### config.mk
export PLATFORM = sky130hd
export DESIGN_NAME = wt_store_buf
export DESIGN_NICKNAME = d
export VERILOG_FILES = /design/src/rtl/wsb_pkg.sv /design/src/rtl/wsb_ctrl.sv /design/src/rtl/wsb_store.sv /design/src/rtl/wt_store_buf.sv
export SDC_FILE = /design/constraint.sdc
export NUM_CORES = 1
export LEC_CHECK = 0
export BUFFER_PORTS_ARGS = -buffer_cell sky130_fd_sc_hd__buf_2
export CAP_MARGIN = 20
export CELL_PAD_IN_SITES_DETAIL_PLACEMENT = 0
export CELL_PAD_IN_SITES_GLOBAL_PLACEMENT = 2
export CORE_UTILIZATION = 25
export CTS_BUF_LIST = sky130_fd_sc_hd__clkbuf_16
export CTS_CLUSTER_DIAMETER = 200
export DETAILED_ROUTE_END_ITERATION = 10
export PLACE_DENSITY = 0.52
export SLEW_MARGIN = 20
export SYNTH_ARGS = -nofsm -noshare
export SYNTH_HDL_FRONTEND = slang
export SYNTH_SLANG_ARGS = --single-unit
### constraint.sdc
create_clock -name clk_i -period 3.7 [get_ports clk_i]
set_clock_uncertainty 0.15 [all_clocks]
set_input_delay 1.11 -clock clk_i [delete_from_list [all_inputs] [get_ports clk_i]]
set_output_delay 1.11 -clock clk_i [all_outputs]
set_load 0.005 [all_outputs]
### src/rtl/wsb_pkg.sv
package wsb_pkg;
  parameter int ADDR_W = 32;
  parameter int DATA_W = 32;
  parameter int MASK_W = DATA_W / 8;

  typedef struct packed {
    logic [ADDR_W-1:0] addr;
    logic [DATA_W-1:0] data;
    logic [MASK_W-1:0] mask;
  } wsb_entry_t;
endpackage

### src/rtl/wsb_ctrl.sv
module wsb_ctrl #(
  parameter int DEPTH = 4,
  localparam int PTR_W = (DEPTH > 1) ? $clog2(DEPTH) : 1,
  localparam int CNT_W = $clog2(DEPTH + 1)
) (
  input  logic             clk_i,
  input  logic             rst_ni,
  input  logic             push_i,
  input  logic             pop_i,
  output logic [PTR_W-1:0] wr_ptr_o,
  output logic [PTR_W-1:0] rd_ptr_o,
  output logic [CNT_W-1:0] count_o
);
  localparam logic [PTR_W-1:0] LAST_PTR = PTR_W'(DEPTH - 1);
  localparam logic [CNT_W-1:0] FULL_CNT = CNT_W'(DEPTH);

  always_ff @(posedge clk_i or negedge rst_ni) begin
    if (!rst_ni) begin
      wr_ptr_o <= '0;
      rd_ptr_o <= '0;
      count_o  <= '0;
    end else begin
      if (push_i) wr_ptr_o <= (wr_ptr_o == LAST_PTR) ? '0 : wr_ptr_o + 1'b1;
      if (pop_i)  rd_ptr_o <= (rd_ptr_o == LAST_PTR) ? '0 : rd_ptr_o + 1'b1;
      case ({push_i, pop_i})
        2'b10:   count_o <= count_o + 1'b1;
        2'b01:   count_o <= count_o - 1'b1;
        default: count_o <= count_o;
      endcase
    end
  end

  AST_NO_OVERFLOW: assert property (@(posedge clk_i) disable iff (!rst_ni)
    count_o <= FULL_CNT);
  AST_COUNT_UP: assert property (@(posedge clk_i) disable iff (!rst_ni)
    (push_i && !pop_i) |=> (count_o == $past(count_o) + 1'b1));
  AST_COUNT_DOWN: assert property (@(posedge clk_i) disable iff (!rst_ni)
    (pop_i && !push_i) |=> (count_o == $past(count_o) - 1'b1));
endmodule

### src/rtl/wsb_store.sv
module wsb_store
  import wsb_pkg::*;
#(
  parameter int DEPTH = 4,
  localparam int PTR_W = (DEPTH > 1) ? $clog2(DEPTH) : 1
) (
  input  logic             clk_i,
  input  logic             rst_ni,
  input  logic             we_i,
  input  logic [PTR_W-1:0] waddr_i,
  input  wsb_entry_t       wdata_i,
  input  logic [PTR_W-1:0] raddr_i,
  output wsb_entry_t       rdata_o
);
  wsb_entry_t slot_q [DEPTH];

  for (genvar g = 0; g < DEPTH; g++) begin : g_slot
    always_ff @(posedge clk_i or negedge rst_ni) begin
      if (!rst_ni)                                 slot_q[g] <= '0;
      else if (we_i && (waddr_i == PTR_W'(g)))     slot_q[g] <= wdata_i;
    end
  end

  assign rdata_o = slot_q[raddr_i];
endmodule

### src/rtl/wt_store_buf.sv
module wt_store_buf
  import wsb_pkg::*;
#(
  parameter int DEPTH = 4,
  localparam int PTR_W = (DEPTH > 1) ? $clog2(DEPTH) : 1,
  localparam int CNT_W = $clog2(DEPTH + 1)
) (
  input  logic              clk_i,
  input  logic              rst_ni,
  input  logic              st_valid_i,
  output logic              st_ready_o,
  input  logic [ADDR_W-1:0] st_addr_i,
  input  logic [DATA_W-1:0] st_data_i,
  input  logic [MASK_W-1:0] st_mask_i,
  output logic              mem_valid_o,
  input  logic              mem_ready_i,
  output logic [ADDR_W-1:0] mem_addr_o,
  output logic [DATA_W-1:0] mem_data_o,
  output logic [MASK_W-1:0] mem_mask_o,
  output logic              full_o,
  output logic              empty_o,
  output logic [CNT_W-1:0]  count_o
);
  localparam logic [CNT_W-1:0] FULL_CNT = CNT_W'(DEPTH);

  logic             push, pop;
  logic [PTR_W-1:0] wr_ptr, rd_ptr;
  wsb_entry_t       in_ent, head_ent;

  assign full_o      = (count_o == FULL_CNT);
  assign empty_o     = (count_o == '0);
  assign mem_valid_o = !empty_o;
  // a pop frees a slot in the same cycle, so full does not block
  assign st_ready_o  = !full_o || mem_ready_i;
  assign push        = st_valid_i && st_ready_o;
  assign pop         = mem_valid_o && mem_ready_i;

  assign in_ent = '{addr: st_addr_i, data: st_data_i, mask: st_mask_i};

  wsb_ctrl #(.DEPTH(DEPTH)) u_ctrl (
    .clk_i    (clk_i),
    .rst_ni   (rst_ni),
    .push_i   (push),
    .pop_i    (pop),
    .wr_ptr_o (wr_ptr),
    .rd_ptr_o (rd_ptr),
    .count_o  (count_o)
  );

  wsb_store #(.DEPTH(DEPTH)) u_store (
    .clk_i   (clk_i),
    .rst_ni  (rst_ni),
    .we_i    (push),
    .waddr_i (wr_ptr),
    .wdata_i (in_ent),
    .raddr_i (rd_ptr),
    .rdata_o (head_ent)
  );

  assign mem_addr_o = head_ent.addr;
  assign mem_data_o = head_ent.data;
  assign mem_mask_o = head_ent.mask;

  AST_FIRST_VISIBLE: assert property (@(posedge clk_i) disable iff (!rst_ni)
    (push && empty_o) |=> (mem_valid_o && mem_addr_o == $past(st_addr_i)
                           && mem_data_o == $past(st_data_i)
                           && mem_mask_o == $past(st_mask_i)));
  AST_HOLD_STALLED: assert property (@(posedge clk_i) disable iff (!rst_ni)
    (mem_valid_o && !mem_ready_i) |=> (mem_valid_o && $stable(mem_addr_o)
                                       && $stable(mem_data_o) && $stable(mem_mask_o)));
  AST_FULL_NO_ACCEPT: assert property (@(posedge clk_i) disable iff (!rst_ni)
    (full_o && !mem_ready_i) |=> (full_o && $stable(count_o)));
  AST_FULL_SWAP: assert property (@(posedge clk_i) disable iff (!rst_ni)
    (full_o && st_valid_i && mem_ready_i) |=> (count_o == FULL_CNT));
endmodule

==> metrics.txt, run 1 <==
final wirelength=30100 um; fin crit period=3.45 ns; Initial Util=25.4%; Yosys reg bits=279; first-pass GRT wire length=47100 um; normalized max-slew margin=57.4%; All-Layer GR Usage=12.3%; largest fanout on the critical path=16; Post-synth top cells=dfrtp_1, mux2_2, mux2_4; pwr dens=973 nW/um^2; critical path type=register to primary output; LEAKAGE=6.53 nW; vias in the first global route=7570; CTS tree=yes; Layout Cells excl Fill=1549; Final Cell Area=15200 um^2; Hold Crit Class=input pin to async pin; Placed Cells=1490; hpwl dp=18200 um; share of cells above drive strength 1=64.2%; Slew Limit Fails=0; DRC Markers=0; Synth area leader=dfrtp_1; top post-synthesis cells by area=dfrtp_1, mux2_2, mux4_2; Clk pwr share=22.5%; placed cell area=14100 um^2; DR vias/cell=4.28; setup violators final=0; Max Clk Rate=0.290 GHz; post-synthesis sequential area ratio=55.8%; Fin. Hold Viols=0; Synthesized Nets=781; Num CTS Buffers=36; Syn-to-layout area delta=21.6%; Clock Tree Root=clkbuf_16; Skew-Pair Late Insertion Delay=0.54 ns; Cell Area, Synth=12500 um^2; H-tree levels=2; antenna violations before repair=1; Avg Inst Size Synth=17.8 um^2; antenna cell count=0; VDD IR max=0.414 mV; die height=226 um; IO Port Bufs=146; count of cell types in the netlist=19; Die X=226 um; Worst-path clk slew=0.06 ns; Nets=943; final core utilization=30.9%; register share of total power=37.0%; most common cell in the netlist=dfrtp_1; Post-CTS Resized=0; Post-synth EDFFs=0; max cap viols=0; Post-CTS Hold Fix Bufs=0; Most used DFF post-synth=dfrtp_1; post-synth top area share=55.8%; status=complete, no violations; die area=50900 um^2; Comb power frac=40.5%; fill count=4910; grt total ovfl=0; Core Area=49200 um^2; Post-synth ARST share=100%; Psw=4.40 mW; vias=6626; hold slack=0.345 ns; Slew @ Worst Pin=0.639 ns; Mapped Cells=702; DRT iter0 DRCs=147; cell-internal power=10.4 mW; post-CTS setup buffers=0; Clock Tree Buf Depth=3; CP Capture Type=primary output; Setup TNS Final=0 ns; Clock Sinks=279; startpoint types=register; sw frac=29.7%; Antenna Violating Nets Remaining=0; RSZ-0062 raised after global routing=no; largest net degree at the start of global routing=71; data required time at the worst endpoint=2.44 ns; routability cong.=0.658; crit path DAT=2.19 ns; Synth warnings=0; FP Rows=81; fin crit share=93.1%; drt first pass iters=4; I/O pin count=147; DR WL/cell=19.4 um
stage by stage:
stage	setup slack, ns	power [mW]
after global routing	0.116	15.8
after floorplan	0.678	9.55
final	0.254	14.8
after detailed placement	0.361	11.7
after global placement	0.367	11.6
after CTS	0.157	15.2
registers in the layout, indices dropped and copies added (netlist names):
signal and flops:
u_store.slot_q 272, u_ctrl.count_o 3, u_ctrl.rd_ptr_o 2, u_ctrl.wr_ptr_o 2
area by class of cell:
class	count	area, um^2	share of cell area (%)
repair buffers	173	1110	7.27
flip-flops and latches	279	6990	45.9
clock buffers	37	926	6.09
inverters	7	26.3	0.173
well taps	664	831	5.46
multi-input cells	367	5160	33.9
clock inverters	22	175	1.15
final timing paths:
check,slack (ns),cells after the start,to,start
worst max-delay path,0.25,3,mem_addr_o[12],u_ctrl.rd_ptr_o[0]
worst min-delay path,0.34,1,u_store.slot_q[232],rst_ni
worst max register to register,1.11,8,u_ctrl.count_o[2],u_ctrl.count_o[0]
worst min register to register,0.35,1,u_store.slot_q[64],u_store.slot_q[64]
max in group asynchronous,2.11,3,u_store.slot_q[264],rst_ni
min in group clk_i,0.35,1,u_store.slot_q[64],u_store.slot_q[64]
layer usage:
metal	global-route usage (%)	routed length (um)	vias up
li1	-	-	2930
met1	16.4	13800	3527
met2	19.2	14000	120
met3	3.30	1590	47
met4	4.37	718	2
met5	0	17	-
critical path: stages (launching register included):
cell     delay, ns
dfrtp_4       0.69
buf_4         0.26
mux4_2        0.54
buf_2         0.16
cell usage in the layout, fill, tap and decap left out, drive strengths merged:
master	count
or4b	1
and3	5
mux2	276
nand2	2
dfrtp	279
inv	18
clkbuf	37
mux2i	1
buf	173
or3	1
mux4	68
bufinv	3
fa	1
xnor2	1
clkinv	8
nor2	3
ha	6
xor2	2
logic make-up after synthesis:
| group | synth area share [%] |
|---|---|
| AND/OR/NAND/NOR | 0.530 |
| flip-flops | 55.8 |
| adder cells (fa/ha/maj) | 0.760 |
| XOR/XNOR | 0.210 |
| multiplexers | 39.6 |
| buffers and inverters | 3.11 |
power by group through the flow:
| stage | combinational (mW) | sequential (mW) | clock [mW] |
|---|---|---|---|
| floorplan | 4.37 | 5.18 | 0 |
| global placement | 6.10 | 5.54 | 0 |
| detailed placement | 6.18 | 5.53 | 0 |
| CTS | 6.20 | 5.50 | 3.48 |
| global route | 6.55 | 5.70 | 3.58 |
| finish | 5.99 | 5.48 | 3.33 |
Power figures use the tool's default switching activity.
==> inputs of run 2 (changes only) <==
clock period = 4 ns   (was 3.7 ns; I/O delays follow)
==> run 2 against run 1 <==
Core utilization up 0.069 points. Setup slack better by 0.16 ns. Die area unchanged. Final area up 0.22%. Critical path type unchanged.
==> metrics.txt, run 2 (synthesized netlist as in run 1, its figures left out) <==
most frequent cells in the layout=dfrtp_1, mux2_2, buf_2 (unchanged); pwr dens=906 nW/um^2 (was 973 nW/um^2); crit path DAT=2.23 ns (was 2.19 ns); Syn-to-layout area delta=21.9% (was 21.6%); Slew Limit Fails=0 (unchanged); setup ws final=0.418 ns (was 0.254 ns); first-pass GRT wire length=47400 um (was 47100 um); commonest non-fill, non-tap cell in the layout=dfrtp_1 (unchanged); delay-heaviest family, CP=flip-flops (unchanged); final wirelength=29800 um (was 30100 um); Hold Crit Class=register to register (was input pin to async pin); vias in the first global route=7585 (was 7570); Die X=226 um (unchanged); Clock Sinks=279 (unchanged); antenna cell count=0 (unchanged); fill count=4895 (was 4910); Layout Cells excl Fill=1549 (unchanged); status=complete, no violations (unchanged); Final Cell Area=15200 um^2 (about the same); max cap viols=0 (unchanged); data required time at the worst endpoint=2.65 ns (was 2.44 ns); Slowest cell on crit path=dfrtp_4 (unchanged); VDD IR max=0.357 mV (was 0.414 mV); Psw=4.06 mW (was 4.40 mW); DR vias/cell=4.30 (was 4.28); max incr delay on CP=0.74 ns (was 0.69 ns); routability cong.=0.658 (about the same); Slew @ Worst Pin=0.920 ns (was 0.639 ns); LEAKAGE=6.52 nW (was 6.53 nW); normalized max-slew margin=38.7% (was 57.4%); Clk pwr share=23.3% (was 22.5%); CP Cell Sequence=buf_12 -> mux4_2 -> buf_2 (was buf_4 -> mux4_2 -> buf_2); IO Port Bufs=146 (unchanged); startpoint types=register (unchanged); crit path buf inv count=2 (unchanged); Core Area=49200 um^2 (unchanged); grt total ovfl=0 (unchanged); register bank with the most flops=u_store.slot_q (unchanged); placed cell area=14100 um^2 (about the same); hpwl dp=17700 um (was 18200 um); Post-CTS Hold Fix Bufs=0 (unchanged); die height=226 um (unchanged); antenna violations before repair=3 (was 1); biggest regs=u_store.slot_q x272, u_ctrl.count_o x3 (unchanged); largest net degree at the start of global routing=89 (was 71); DR WL/cell=19.2 um (was 19.4 um); register share of total power=36.8% (was 37.0%); vias=6655 (was 6626); area of the multi-input gates=5160 um^2 (unchanged); CTS tree=yes (unchanged); largest fanout on the critical path=20 (was 16); FF+latch area=6990 um^2 (unchanged); Post-CTS Resized=0 (unchanged); critical path type=register to primary output (unchanged); Max Clk Rate=0.279 GHz; Comb power frac=39.9% (was 40.5%); drt first pass iters=4 (unchanged); Antenna Violating Nets Remaining=0 (unchanged); Clock Tree Root=clkbuf_16 (unchanged); die area=50900 um^2 (unchanged); DRC Markers=0 (unchanged); Setup TNS Final=0 ns (unchanged); H-tree levels=2 (unchanged); Placed Cells=1485 (was 1490); sw frac=29.4% (was 29.7%); setup violators final=0 (unchanged); Skew-Pair Late Insertion Delay=0.53 ns (was 0.54 ns); FP Rows=81 (unchanged); fin crit share=89.6%; share of cells above drive strength 1=64.1% (was 64.2%); number of flip-flops under the largest register name=272 (unchanged); CP Capture Type=primary output (unchanged); setup slack after placement=0.495 ns (was 0.361 ns); flop-to-flop setup slack=1.41 ns (was 1.11 ns); cell-internal power=9.75 mW (was 10.4 mW); Fin. Hold Viols=0 (unchanged); I/O pin count=147 (unchanged); Nets=938 (was 943); All-Layer GR Usage=12.3% (about the same); Worst-path clk slew=0.06 ns (about the same); Clock Tree Buf Depth=3 (unchanged); Initial Util=25.4% (unchanged); fin crit period=3.58 ns; post-CTS setup buffers=0 (unchanged); RSZ-0062 raised after global routing=no (unchanged); DRT iter0 DRCs=225 (was 147); Num CTS Buffers=36 (unchanged)
## run 2: metal layers
metal	global-route usage, %	vias up	part of all wire, %
met1	16.7	3561	47
met3	3.40	45	5.3
met5	0	-	0.16
met4	4.28	6	2.2
met2	18.8	121	46
li1	-	2922	-
## run 2: metrics by stage
stage | power [mW] | utilization [%] | hold WS [ns]
6_report | 13.8 | 31.0 | 0.349
2_1_floorplan | 8.84 | - | 0.325
3_5_place_dp | 10.8 | 28.6 | 0.337
4_1_cts | 14.2 | 31.0 | 0.353
3_3_place_gp | 10.8 | 28.6 | 0.334
5_1_grt | 14.8 | 31.0 | 0.360
## run 2: final cells by class
type	count	share of cell area, %
Clock buffer	37	6.07
Tap cell	664	5.45
Inverter	7	0.172
Multi-Input combinational cell	367	33.8
Timing Repair Buffer	168	7.01
Clock inverter	27	1.62
Sequential cell	279	45.8
## run 2: power groups by stage
stage | clock network, mW | registers, mW | logic, mW
final | 3.22 | 5.08 | 5.51
after global routing | 3.49 | 5.30 | 6.02
after CTS | 3.39 | 5.10 | 5.69
after detailed placement | 0 | 5.13 | 5.69
after global placement | 0 | 5.13 | 5.63
after floorplan | 0 | 4.80 | 4.04
## run 2: path summary, 6_finish.rpt
path                                    start             endpoint  cells after the start
max                        u_ctrl.rd_ptr_o[0]        mem_data_o[2]                      3
min                        u_store.slot_q[17]   u_store.slot_q[17]                      1
max reg2reg                 u_ctrl.count_o[2]   u_store.slot_q[82]                      4
min reg2reg                u_store.slot_q[17]   u_store.slot_q[17]                      1
max in group asynchronous              rst_ni  u_store.slot_q[256]                      2
min in group asynchronous              rst_ni  u_store.slot_q[238]                      1
==> inputs of run 3 (changes only) <==
CORE_ASPECT_RATIO = 1.4   (was default)
PLACE_DENSITY = 0.51   (was 0.52)
==> run 3 against run 2 <==
Global-route usage grew 0.38 points. Critical path depth is the same. Die area about the same. Setup slack better by 0.062 ns. Register-to-register slack lost 0.04 ns. Final area shrank 0.99%. Core utilization decreased by 0.37 points. Via count is 0.78% higher. Non-clock buffer count down 7. Sequential cell count unchanged. Critical path type is now input pin to primary output. Largest cell class unchanged.
==> metrics.txt, run 3 (synthesized netlist as in run 1, its figures left out) <==
status=complete, no violations (unchanged); startpoint types=input pin (was register); antenna violations before repair=3 (unchanged); first-pass GRT wire length=48600 um (was 47400 um); final core utilization=30.6% (was 31.0%); Max Clk Rate=0.284 GHz (was 0.279 GHz); Syn-to-layout area delta=20.7% (was 21.9%); register bank with the most flops=u_store.slot_q (unchanged); final wirelength=31000 um (was 29800 um); commonest non-fill, non-tap cell in the layout=dfrtp_1 (unchanged); CP Capture Type=primary output (unchanged); Worst path most repeated cell=buf_2; CTS tree=yes (unchanged); fin crit period=3.52 ns (was 3.58 ns); Nets=929 (was 938); critical path type=input pin to primary output (was register to primary output); biggest regs=u_store.slot_q x272, u_ctrl.count_o x3 (unchanged); hpwl dp=18000 um (was 17700 um); Fin. Hold Viols=0 (unchanged); largest net degree at the start of global routing=78 (was 89); vias in the first global route=7686 (was 7585); Setup TNS Final=0 ns (unchanged); setup violators final=0 (unchanged); vias=6707 (was 6655); Num CTS Buffers=34 (was 36); max cap viols=0 (unchanged); share of cells above drive strength 1=64.0% (was 64.1%); antenna cell count=0 (unchanged); DR WL/cell=20.5 um (was 19.2 um); routability cong.=0.671 (was 0.658); die height=267 um (was 226 um); Antenna Violating Nets Remaining=0 (unchanged); fin crit share=88.0% (was 89.6%); normalized max-slew margin=54.5% (was 38.7%); total power=13.7 mW (was 13.8 mW); I/O pin count=147 (unchanged); Die X=191 um (was 226 um); grt total ovfl=0 (unchanged); FP Rows=96 (was 81); Clock Sinks=279 (unchanged); LEAKAGE=6.46 nW (was 6.52 nW); post-CTS setup buffers=0 (unchanged); Clock Tree Buf Depth=3 (unchanged); Hold Crit Class=register to register (unchanged); Initial Util=25.4% (about the same); placed cell area=14000 um^2 (was 14100 um^2); Post-CTS Resized=0 (unchanged); Slew Limit Fails=0 (unchanged); crit path DAT=2.17 ns (was 2.23 ns); setup slack after placement=0.495 ns (about the same); number of flip-flops under the largest register name=272 (unchanged); Skew-Pair Late Insertion Delay=0.53 ns (about the same); Core Area=49200 um^2 (about the same); DR vias/cell=4.44 (was 4.30); DRT iter0 DRCs=189 (was 225); Clock Tree Root=clkbuf_16 (unchanged); IO Port Bufs=146 (unchanged); Post-CTS Hold Fix Bufs=0 (unchanged); max incr delay on CP=0.63 ns (was 0.74 ns); crit path buf inv count=2 (unchanged); pwr dens=907 nW/um^2 (was 906 nW/um^2); flop-to-flop setup slack=1.37 ns (was 1.41 ns); most frequent cells in the layout=dfrtp_1, mux2_2, buf_2 (unchanged); RSZ-0062 raised after global routing=no (unchanged); largest fanout on the critical path=6 (was 20); Slowest cell on crit path=or4b_1 (was dfrtp_4); drt first pass iters=4 (unchanged); Slew @ Worst Pin=0.682 ns (was 0.920 ns); Worst-path clk slew=0.06 ns (about the same); All-Layer GR Usage=12.7% (was 12.3%); die area=50900 um^2 (about the same); VDD IR max=0.397 mV (was 0.357 mV); Final Cell Area=15100 um^2 (was 15200 um^2); data required time at the worst endpoint=2.65 ns (about the same); setup ws final=0.480 ns (was 0.418 ns); delay-heaviest family, CP=simple AND/OR/NAND/NOR gates (was flip-flops); CP Cell Sequence=buf_2 -> or4b_1 -> buf_2 (was buf_12 -> mux4_2 -> buf_2); H-tree levels=2 (unchanged); DRC Markers=0 (unchanged)
run 3: changes by cell type in the layout (fill, tap and decap cells not counted):
cell,delta
clkinv_2,+1
buf_12,+1
clkinv_1,-3
clkinvlp_4,-1
buf_4,-8
inv_1,-1
bufinv_16,-2
run 3: report_power, final:
group,internal (mW),switching [mW],leakage [nW]
Combinational,3.43,2.08,2.60
Clock,1.85,1.24,0.554
Sequential,4.29,0.808,3.30
run 3: final cells by class:
cell class / instances / area (um^2)
multi-input combinational: 367 / 5160
timing repair buffer: 161 / 1030
tap: 637 / 797
fill: 4905 / 34200
inverter: 7 / 26.3
clock buffer: 37 / 926
sequential: 279 / 6990
clock inverter: 21 / 169
run 3: path summary, 6_finish.rpt:
check | startpoint | endpoint | cells after the start
max in group asynchronous | rst_ni | u_store.slot_q[120] | 2
hold / removal | u_store.slot_q[65] | u_store.slot_q[65] | 1
setup reg to reg | u_ctrl.count_o[1] | u_ctrl.count_o[2] | 8
hold reg to reg | u_store.slot_q[65] | u_store.slot_q[65] | 1
min in group asynchronous | rst_ni | u_store.slot_q[233] | 1
setup / recovery | mem_ready_i | st_ready_o | 3
run 3: through the flow:
step           std cells  hold WS (ns)
2_1_floorplan        702         0.325
3_3_place_gp        1451         0.334
3_5_place_dp        1451         0.340
4_1_cts             1509         0.354
5_1_grt             1509         0.363
6_report            1509         0.350
run 3: per-layer routing:
metal  track usage, %  up-vias  share of wire (%)
met5                0        -              0.071
met2             20.1      142                 48
met4             4.15        4                2.4
met1             16.9     3618                 45
li1                 -     2895                  -
met3             3.08       48                4.9
